### src/rtl/nand_pfwp_pkg.sv
package nand_pfwp_pkg;

    localparam logic [1:0] A_CFG  = 2'd0;
    localparam logic [1:0] A_CNT  = 2'd1;
    localparam logic [1:0] A_CTL  = 2'd2;
    localparam logic [1:0] A_STAT = 2'd3;

    localparam int CFG_EN_BIT    = 7;
    localparam int CFG_DMA_BIT   = 2;
    localparam int CFG_DIR_BIT   = 0;
    localparam int CFG_CS_LSB    = 24;
    localparam int CFG_TH_LSB    = 8;
    localparam int STAT_FIFO_LSB = 24;
    localparam int CS_W          = 3;
    localparam int TH_W          = 7;

    typedef enum logic {
        DIR_PREFETCH = 1'b0,
        DIR_POST     = 1'b1
    } dir_e;

    typedef struct packed {
        logic [CS_W-1:0] cs;
        logic [TH_W-1:0] thresh;
        logic            en;
        logic            dma;
        dir_e            dir;
    } cfg_t;

    function automatic cfg_t cfg_decode(input logic [31:0] w, input int depth);
        cfg_t c;
        c.cs     = w[CFG_CS_LSB +: CS_W];
        c.thresh = w[CFG_TH_LSB +: TH_W];
        if (int'(c.thresh) > depth) begin
            c.thresh = TH_W'(depth);
        end
        c.en  = w[CFG_EN_BIT];
        c.dma = w[CFG_DMA_BIT];
        c.dir = dir_e'(w[CFG_DIR_BIT]);
        return c;
    endfunction

    function automatic logic [31:0] cfg_encode(input cfg_t c);
        logic [31:0] w;
        w = '0;
        w[CFG_CS_LSB +: CS_W] = c.cs;
        w[CFG_TH_LSB +: TH_W] = c.thresh;
        w[CFG_EN_BIT]         = c.en;
        w[CFG_DMA_BIT]        = c.dma;
        w[CFG_DIR_BIT]        = c.dir;
        return w;
    endfunction

endpackage

### src/rtl/nand_pfwp_fifo.sv
module nand_pfwp_fifo #(
    parameter int DEPTH = 64,
    parameter int W     = 8,
    localparam int AW   = $clog2(DEPTH),
    localparam int LW   = $clog2(DEPTH + 1)
) (
    input  logic          clk,
    input  logic          rst,
    input  logic          flush,
    input  logic          push,
    input  logic [W-1:0]  din,
    input  logic          pop,
    output logic [W-1:0]  dout,
    output logic [LW-1:0] level,
    output logic          full,
    output logic          empty
);
    logic [W-1:0]  mem [DEPTH];
    logic [AW-1:0] wp, rp;
    logic          do_push, do_pop;

    assign full    = (level == LW'(DEPTH));
    assign empty   = (level == '0);
    assign do_push = push && !full;
    assign do_pop  = pop && !empty;
    assign dout    = mem[rp];

    function automatic logic [AW-1:0] ptr_next(input logic [AW-1:0] p);
        return (p == AW'(DEPTH - 1)) ? '0 : p + 1'b1;
    endfunction

    always_ff @(posedge clk) begin
        if (do_push) begin
            mem[wp] <= din;
        end
    end

    always_ff @(posedge clk) begin
        if (rst || flush) begin
            wp    <= '0;
            rp    <= '0;
            level <= '0;
        end else begin
            if (do_push) wp <= ptr_next(wp);
            if (do_pop)  rp <= ptr_next(rp);
            level <= level + LW'(do_push) - LW'(do_pop);
        end
    end

    p_no_overflow_r6: assert property (@(posedge clk) disable iff (rst)
        (push && full && !pop && !flush) |=> $stable(level));

    p_same_cycle_r13: assert property (@(posedge clk) disable iff (rst)
        (push && pop && !full && !empty && !flush) |=> $stable(level));

    p_level_bound_r9: assert property (@(posedge clk) disable iff (rst)
        level <= LW'(DEPTH));

endmodule

### src/rtl/nand_pfwp_regs.sv
module nand_pfwp_regs
    import nand_pfwp_pkg::*;
#(
    parameter int DEPTH = 64,
    parameter int CNTW  = 14
) (
    input  logic            clk,
    input  logic            rst,
    input  logic            wr_en,
    input  logic [1:0]      addr,
    input  logic [31:0]     wdata,
    input  logic            xfer,
    output cfg_t            cfg,
    output logic            busy,
    output logic [CNTW-1:0] total,
    output logic [CNTW-1:0] remaining,
    output logic            done,
    output logic            flush
);
    logic cfg_wr, cnt_wr, ctl_wr;

    assign cfg_wr = wr_en && (addr == A_CFG);
    assign cnt_wr = wr_en && (addr == A_CNT);
    assign ctl_wr = wr_en && (addr == A_CTL);
    assign flush  = cfg_wr && !busy && !wdata[CFG_EN_BIT];

    always_ff @(posedge clk) begin
        if (rst) begin
            cfg       <= '0;
            total     <= '0;
            remaining <= '0;
            busy      <= 1'b0;
            done      <= 1'b0;
        end else begin
            done <= 1'b0;
            if (busy && xfer) begin
                remaining <= remaining - 1'b1;
                if (remaining == CNTW'(1)) begin
                    busy <= 1'b0;
                    done <= 1'b1;
                end
            end
            if (cfg_wr && !busy) begin
                cfg <= cfg_decode(wdata, DEPTH);
            end
            if (cnt_wr && !busy) begin
                total <= wdata[CNTW-1:0];
            end
            if (ctl_wr) begin
                if (!wdata[0]) begin
                    busy <= 1'b0;
                end else if (!busy && cfg.en && (total != '0)) begin
                    busy      <= 1'b1;
                    remaining <= total;
                end
            end
        end
    end

    p_cfg_frozen_r4: assert property (@(posedge clk) disable iff (rst)
        busy |=> ($stable(cfg) && $stable(total)));

    p_busy_has_work_r10: assert property (@(posedge clk) disable iff (rst)
        busy |-> (remaining != '0));

    p_done_single_r10: assert property (@(posedge clk) disable iff (rst)
        done |=> !done);

    p_start_load_r5: assert property (@(posedge clk) disable iff (rst)
        $rose(busy) |-> (remaining == total));

endmodule

### src/rtl/nand_pfwp_engine.sv
module nand_pfwp_engine
    import nand_pfwp_pkg::*;
#(
    parameter int DEPTH = 64,
    parameter int CNTW  = 14
) (
    input  logic        clk,
    input  logic        rst,
    input  logic        reg_wr_en,
    input  logic [1:0]  reg_addr,
    input  logic [31:0] reg_wdata,
    output logic [31:0] reg_rdata,
    input  logic        cpu_push,
    input  logic [7:0]  cpu_wbyte,
    input  logic        cpu_pop,
    output logic [7:0]  cpu_rbyte,
    output logic        dev_req,
    output logic        dev_dir,
    output logic [2:0]  dev_cs,
    input  logic        dev_ack,
    input  logic [7:0]  dev_rbyte,
    output logic [7:0]  dev_wbyte,
    output logic        dma_req,
    output logic        done
);
    localparam int LW = $clog2(DEPTH + 1);

    cfg_t            cfg;
    logic            busy, flush, xfer;
    logic [CNTW-1:0] total, remaining;
    logic [LW-1:0]   level, free_sp, fifo_field;
    logic            full, empty, f_push, f_pop;
    logic [7:0]      f_din, f_dout;
    logic            post;

    assign post = (cfg.dir == DIR_POST);
    assign xfer = dev_req && dev_ack;

    nand_pfwp_regs #(.DEPTH(DEPTH), .CNTW(CNTW)) u_regs (
        .clk(clk), .rst(rst), .wr_en(reg_wr_en), .addr(reg_addr),
        .wdata(reg_wdata), .xfer(xfer), .cfg(cfg), .busy(busy),
        .total(total), .remaining(remaining), .done(done), .flush(flush)
    );

    assign f_push = post ? cpu_push : xfer;
    assign f_din  = post ? cpu_wbyte : dev_rbyte;
    assign f_pop  = post ? xfer : cpu_pop;

    nand_pfwp_fifo #(.DEPTH(DEPTH), .W(8)) u_fifo (
        .clk(clk), .rst(rst), .flush(flush), .push(f_push), .din(f_din),
        .pop(f_pop), .dout(f_dout), .level(level), .full(full), .empty(empty)
    );

    assign free_sp    = LW'(DEPTH) - level;
    assign fifo_field = post ? free_sp : level;

    assign dev_req   = busy && (post ? !empty : !full);
    assign dev_dir   = cfg.dir;
    assign dev_cs    = cfg.cs;
    assign dev_wbyte = f_dout;
    assign cpu_rbyte = f_dout;
    assign dma_req   = cfg.en && cfg.dma && (fifo_field >= LW'(cfg.thresh));

    always_comb begin
        reg_rdata = '0;
        case (reg_addr)
            A_CFG: reg_rdata = cfg_encode(cfg);
            A_CNT: reg_rdata[CNTW-1:0] = total;
            A_CTL: reg_rdata[0] = busy;
            default: begin
                reg_rdata[CNTW-1:0]           = remaining;
                reg_rdata[STAT_FIFO_LSB +: LW] = fifo_field;
            end
        endcase
    end

    p_count_step_r8: assert property (@(posedge clk) disable iff (rst)
        (xfer && !(reg_wr_en && reg_addr == A_CTL))
        |=> (remaining == $past(remaining) - 1'b1));

endmodule

### config.mk
export PLATFORM = sky130hd
export DESIGN_NAME = nand_pfwp_engine
export DESIGN_NICKNAME = d
export VERILOG_FILES = /design/src/rtl/nand_pfwp_pkg.sv /design/src/rtl/nand_pfwp_fifo.sv /design/src/rtl/nand_pfwp_regs.sv /design/src/rtl/nand_pfwp_engine.sv
export SDC_FILE = /design/constraint.sdc
export NUM_CORES = 1
export LEC_CHECK = 0
export CELL_PAD_IN_SITES_DETAIL_PLACEMENT = 1
export CELL_PAD_IN_SITES_GLOBAL_PLACEMENT = 2
export CORE_MARGIN = 3
export CORE_UTILIZATION = 40
export CTS_CLUSTER_SIZE = 28
export DETAILED_ROUTE_END_ITERATION = 7
export PLACE_DENSITY_LB_ADDON = 0.1
export SYNTH_ARGS = -nofsm -noshare
export SYNTH_HDL_FRONTEND = slang
export SYNTH_SLANG_ARGS = --single-unit
### constraint.sdc
create_clock -name clk -period 4.7 [get_ports clk]
set_input_delay 0.94 -clock clk [delete_from_list [all_inputs] [get_ports clk]]
set_output_delay 0.94 -clock clk [all_outputs]
set_load 0.01 [all_outputs]
# After elaboration in Yosys (flattened, before gate mapping)
# Memory sizes are Yosys's and may differ from the RTL's. A register that Yosys moved wholly into a read port is not among the register bits.
# Cells that the tools add are included.
[classes]
add_sub_neg = 6
n_mux = 26
n_bitwise = 1
magnitude_cmp = 2
eq_ne = 6
n_reduce_logical = 25
[ops]
columns = ["op", "n"]
rows = [
  ["14-bit 2-to-1 mux", 4],
  ["13-bit one-hot mux with 3 select lines", 1],
  ["6-bit 2-to-1 mux", 4],
  ["1-bit logical AND", 15],
  ["14-bit by 1-bit == test with 1-bit output, second input constant", 1],
  ["7-bit 2-to-1 mux", 2],
  ["7-bit one-hot mux with 2 select lines", 1],
  ["14-bit nonzero test", 1],
  ["14-bit by 1-bit subtractor with 14-bit output, second input constant", 1],
  ["6-bit by 1-bit adder with 6-bit output, second input constant", 2],
  ["6-bit == test, second input constant", 2],
  ["1-bit 2-to-1 mux", 12],
  ["8-bit 2-to-1 mux", 1],
  ["7-bit by 1-bit adder with 7-bit output", 1],
  ["7-bit == test, second input constant", 1],
  ["7-bit >= comparator", 1],
  ["7-bit > comparator, second input constant", 1],
  ["7-bit logical NOT", 1],
  ["7-bit by 1-bit subtractor with 7-bit output", 1],
  ["7-bit subtractor, first input constant", 1],
  ["1-bit logical NOT", 4],
  ["2-bit OR reduction", 2],
  ["1-bit one-hot mux with 3 select lines", 1],
  ["2-bit by 1-bit == test with 1-bit output, second input constant", 1],
  ["4 further kinds", 4],
]
[word_totals]
ram_bits = 512
output_inout_bits = 55
register_bits = 62
wordCells = 79
inputBits = 56
mem_count = 1
[memory_table]
columns = ["name", "words", "width", "read_ports", "rd_ports_with_merged_regs", "write_ports", "line_no", "source"]
rows = [
  ["u_fifo.mem", 64, 8, 1, 1, 1, "nand_pfwp_fifo.sv:18", "logic [W-1:0] mem [DEPTH];"],
]

# Logic depth before layout (Yosys ltp)
[depth]
word_depth = 10
ltp_mapped = 16
depth_no_buf = 16

# Modules after synthesis
# From an unflattened synthesis, not the netlist that was laid out.
[hier_totals]
cells_unflattened = 1433
area_unflattened_um2 = 24121.9
[modules_own_cells]
columns = ["module", "seq_area_each_um2", "n_inst", "cells_each", "area_each_um2"]
rows = [
  ["nand_pfwp_fifo", 15875.2, 1, 1069, 21181.6],
  ["nand_pfwp_regs", 860.8, 1, 238, 2000.7],
  ["nand_pfwp_engine", 0.0, 1, 126, 939.7],
]

# Least setup slack after synthesis
# Ideal clock, no wire load.
[synth_path]
path_kind = "register -> output"
startpoint = "register (tool-made name)"
endpoint = "output port dev_wbyte[1]"
t_required_ps = 3760
t_arrival_ps = 2346
n_path_buf = 4
slack_ps = 1414
stages_incl_launch_ff = 9
cell_sequence = "dfxtp_1 buf_4 buf_2 buf_2 mux4_2 a22o_1 o21ai_0 o311ai_0 buf_4"
[synth_lines]
columns = ["element", "line_no", "source"]
rows = [
  ["end, declared", "nand_pfwp_engine.sv:22", "output logic [7:0] dev_wbyte,"],
]

==> summary.md <==
| Metric | Value |
|---|---|
| Status | finished, final reports clean |
| H-tree depth | 2 |
| Cells after Synth | 1389 |
| Slew @ Worst Pin | 1.07 ns |
| Vias in the first global route | 13900 |
| Worst EP required | 3.76 ns |
| Share of layout cells above drive strength 1 | 0.218 |
| Initial drt markers | 1039 |
| Top-Level Pins | 111 |
| Most frequent cell after synthesis | edfxtp_1 |
| Fin util | 0.478 |
| Antenna violations before repair | 1 |
| Ranking of synthesized cells by area | edfxtp_1 65%, mux4_2 12%, dfxtp_1 5.7%, nor2_1 2.2%, ha_1 1.2% |
| DRT antenna net count | 0 |
| Setup bufs post-CTS | 0 |
| Drc violations | 0 |
| Async SR Flop Fraction | 0 |
| Final hold viol count | 0 |
| Endpoint class of the critical path | output port |
| Clk sinks | 580 |
| Final Skew | 0.0124 ns |
| Grt total ovfl | 0 |
| Total GRT Usage | 0.196 |
| Hold_ws | 0.460 ns |
| Vias per cell | 5.43 |
| Flop2flop setup slack | 1.29 ns |
| Final Slew Violations | 0 |
| Most frequent cells after synthesis | 512 x edfxtp_1, 137 x nor2_1, 129 x mux4_2 |
| GP Congestion | 0.769 |
| Yosys Warn Count | 0 |
| Core Box Area | 58100 um^2 |
| Register bit count reported by yosys | 580 |
| Final TNS setup | 0 ns |
| Height of the die | 249 um |
| Pin count of the biggest net entering global routing | 65 |
| Layout net count | 1634 |
| Clock transition at path regs | 0.06 ns |
| Post-DP Area | 25900 um^2 |
| Layout area overhead | 17.3% |
| Worst path max stage delay | 0.62 ns |
| Initial core utilization | 0.408 |
| Crit path cell chain | bufbuf_16 -> mux4_2 -> nand3_1 -> o21ai_0 -> a211oi_1 -> a21oi_1 -> o21a_1 -> clkdlybuf4s50_1 |
| Drt pass-1 iters | 5 |
| Worst Setup Start Kind | flop |
| DP HPWL | 39400 um |
| CTS max path bufs | 3 |
| Maximum vdd drop | 277 uV |
| Vias | 12800 |
| Clk Latency, worst-skew pair | 0.62 ns |
| First-pass GRT wire length | 90900 um |
| Final Instance Area | 27800 um^2 |
| Worst EP arrival | 3.59 ns |
| CTS tree | built |
| RSZ-0062 raised after global routing | true |
| Routed wire length | 60900 um |
| Ys flop type | edfxtp_1 |
| Finish-stage setup viols | 0 |
| Mapped cell area | 23700 um^2 |
| Slew HR | 0.288 |
| Crit Path Max Fanout | 33 |
| R2R depth | 8 |
| Worst setup path category | flop to output port |
| Number of flops mapped to enable cells by yosys | 512 |
| CTS Hold Bufs | 0 |
| Tmin final | 4.53 ns |
| Slowest cell on crit path | mux4_2 |
| Hold depth | 2 |
| # port buffers | 86 |
| # rows | 88 |
| Final Cycle Share | 0.963 |
| Yosys top cell by area | edfxtp_1 |
| Syn avg cell area | 17.1 um^2 |
| Clock Tree Root | clkbuf_16 |
| TritonCTS buffer count | 61 |
| Routed wire per std cell | 25.7 um |
| Hold Path Class | flop to flop |
| Leakage | 8.86 nW |
| Die width | 249 um |
| Top-area cell type share of the netlist area | 0.649 |
| Die ar. | 62200 um^2 |
| Pwr/cell area | 444 nW/um^2 |
| Ant diodes | 0 |
| Distinct cells, synth | 61 |
| Achievable Freq | 0.221 GHz |
| Max cap viols | 0 |
| Register area share after synthesis | 0.706 |
layout make-up:
cell class | instances | area (um^2)
fillers | 5552 | 30300
flip-flops and latches | 580 | 16700
multi-input cells | 700 | 6430
repair buffers | 188 | 1710
clock buffers | 80 | 1640
well taps | 765 | 957
clock inverters | 29 | 218
inverters | 23 | 86.3
metrics by stage:
stage / total power [mW] / setup WS [ns] / cells
after floorplan: 7.29 / 1.41 / 1398
after global placement: 7.89 / 0.537 / 2255
after detailed placement: 7.91 / 0.534 / 2255
after CTS: 12.5 / 0.0520 / 2365
after global routing: 12.9 / -0.0414 / 2365
final: 12.3 / 0.173 / 2365
power breakdown:
part	total [mW]	leakage (nW)	switching, mW	internal (mW)
logic	2.07	2.81	1.05	1.02
clock network	4.52	0.898	1.97	2.55
registers	5.75	5.15	0.0764	5.67
total	12.3	8.86	3.10	9.24
state kept, by name, indices dropped and copies added (netlist names), named ones only:
name / cells
u_fifo.mem: 512
u_regs.remaining: 14
u_regs.total: 14
u_regs.cfg: 13
u_fifo.level: 7
u_fifo.rp: 6
u_fifo.wp: 6
u_regs.busy: 1
u_regs.done: 1
layout by cell type, fill, tap and decap left out, types with 5 or more instances in the layout:
cell type	count
clkbuf_1	16
nor2_1	135
clkinv_2	8
conb_1	10
ha_1	23
a211oi_1	16
o22ai_1	8
edfxtp_1	512
clkinv_1	11
a21oi_1	38
nand3_1	12
nand2b_1	15
nor4_1	6
mux2i_1	9
a22oi_1	12
nand2_1	72
and2_1	6
dfxtp_1	65
mux2_2	16
xor2_1	9
o221ai_1	5
a22o_1	21
clkdlybuf4s50_1	85
nor3_1	16
xnor2_1	21
nand4_1	8
buf_4	97
o32a_1	5
o21ai_0	28
mux4_2	129
nand3b_1	8
nor2b_1	21
inv_1	23
clkbuf_16	62
what timing repair did:
action	4_1_cts	5_1_grt
resized for setup	6	4
setup endpoints to repair	10	10
cloned	1	0
per-layer routing:
metal	global-route usage	wire length [um]	up-vias
met5	0	0	-
met4	0.0476	1200	0
met3	0.0274	2560	69
met2	0.318	29300	267
met1	0.282	27800	6754
li1	-	-	5750
worst max-delay path: cells and delay by family (launching register included):
kind / cells / cell delay (ns)
buffers and inverters: 2 / 0.97
and+or+nand+nor: 1 / 0.11
AOI/OAI and AO/OA: 4 / 0.75
muxes: 1 / 0.62
DFF: 1 / 0.51
worst paths after layout:
kind	from	end
min	u_regs.cfg[9]	u_regs.cfg[9]
max reg2reg	u_fifo.level[1]	u_fifo.mem[0][4]
max	flop	dev_wbyte[2]
min reg2reg	u_regs.cfg[9]	u_regs.cfg[9]
cell families (layout without fill, tap and decap cells):
family	after synthesis	after routing	share of synthesized area
flops	580	580	0.706
simple gates	320	320	0.0637
compound gates	161	161	0.0470
mux	154	154	0.134
buf+inv	118	320	0.0241
xor+xnor	31	31	0.0118
fa+ha+maj	24	24	0.0130
other cells	1	10	0.000158
Note: power is estimated with default switching activity, not from simulation.
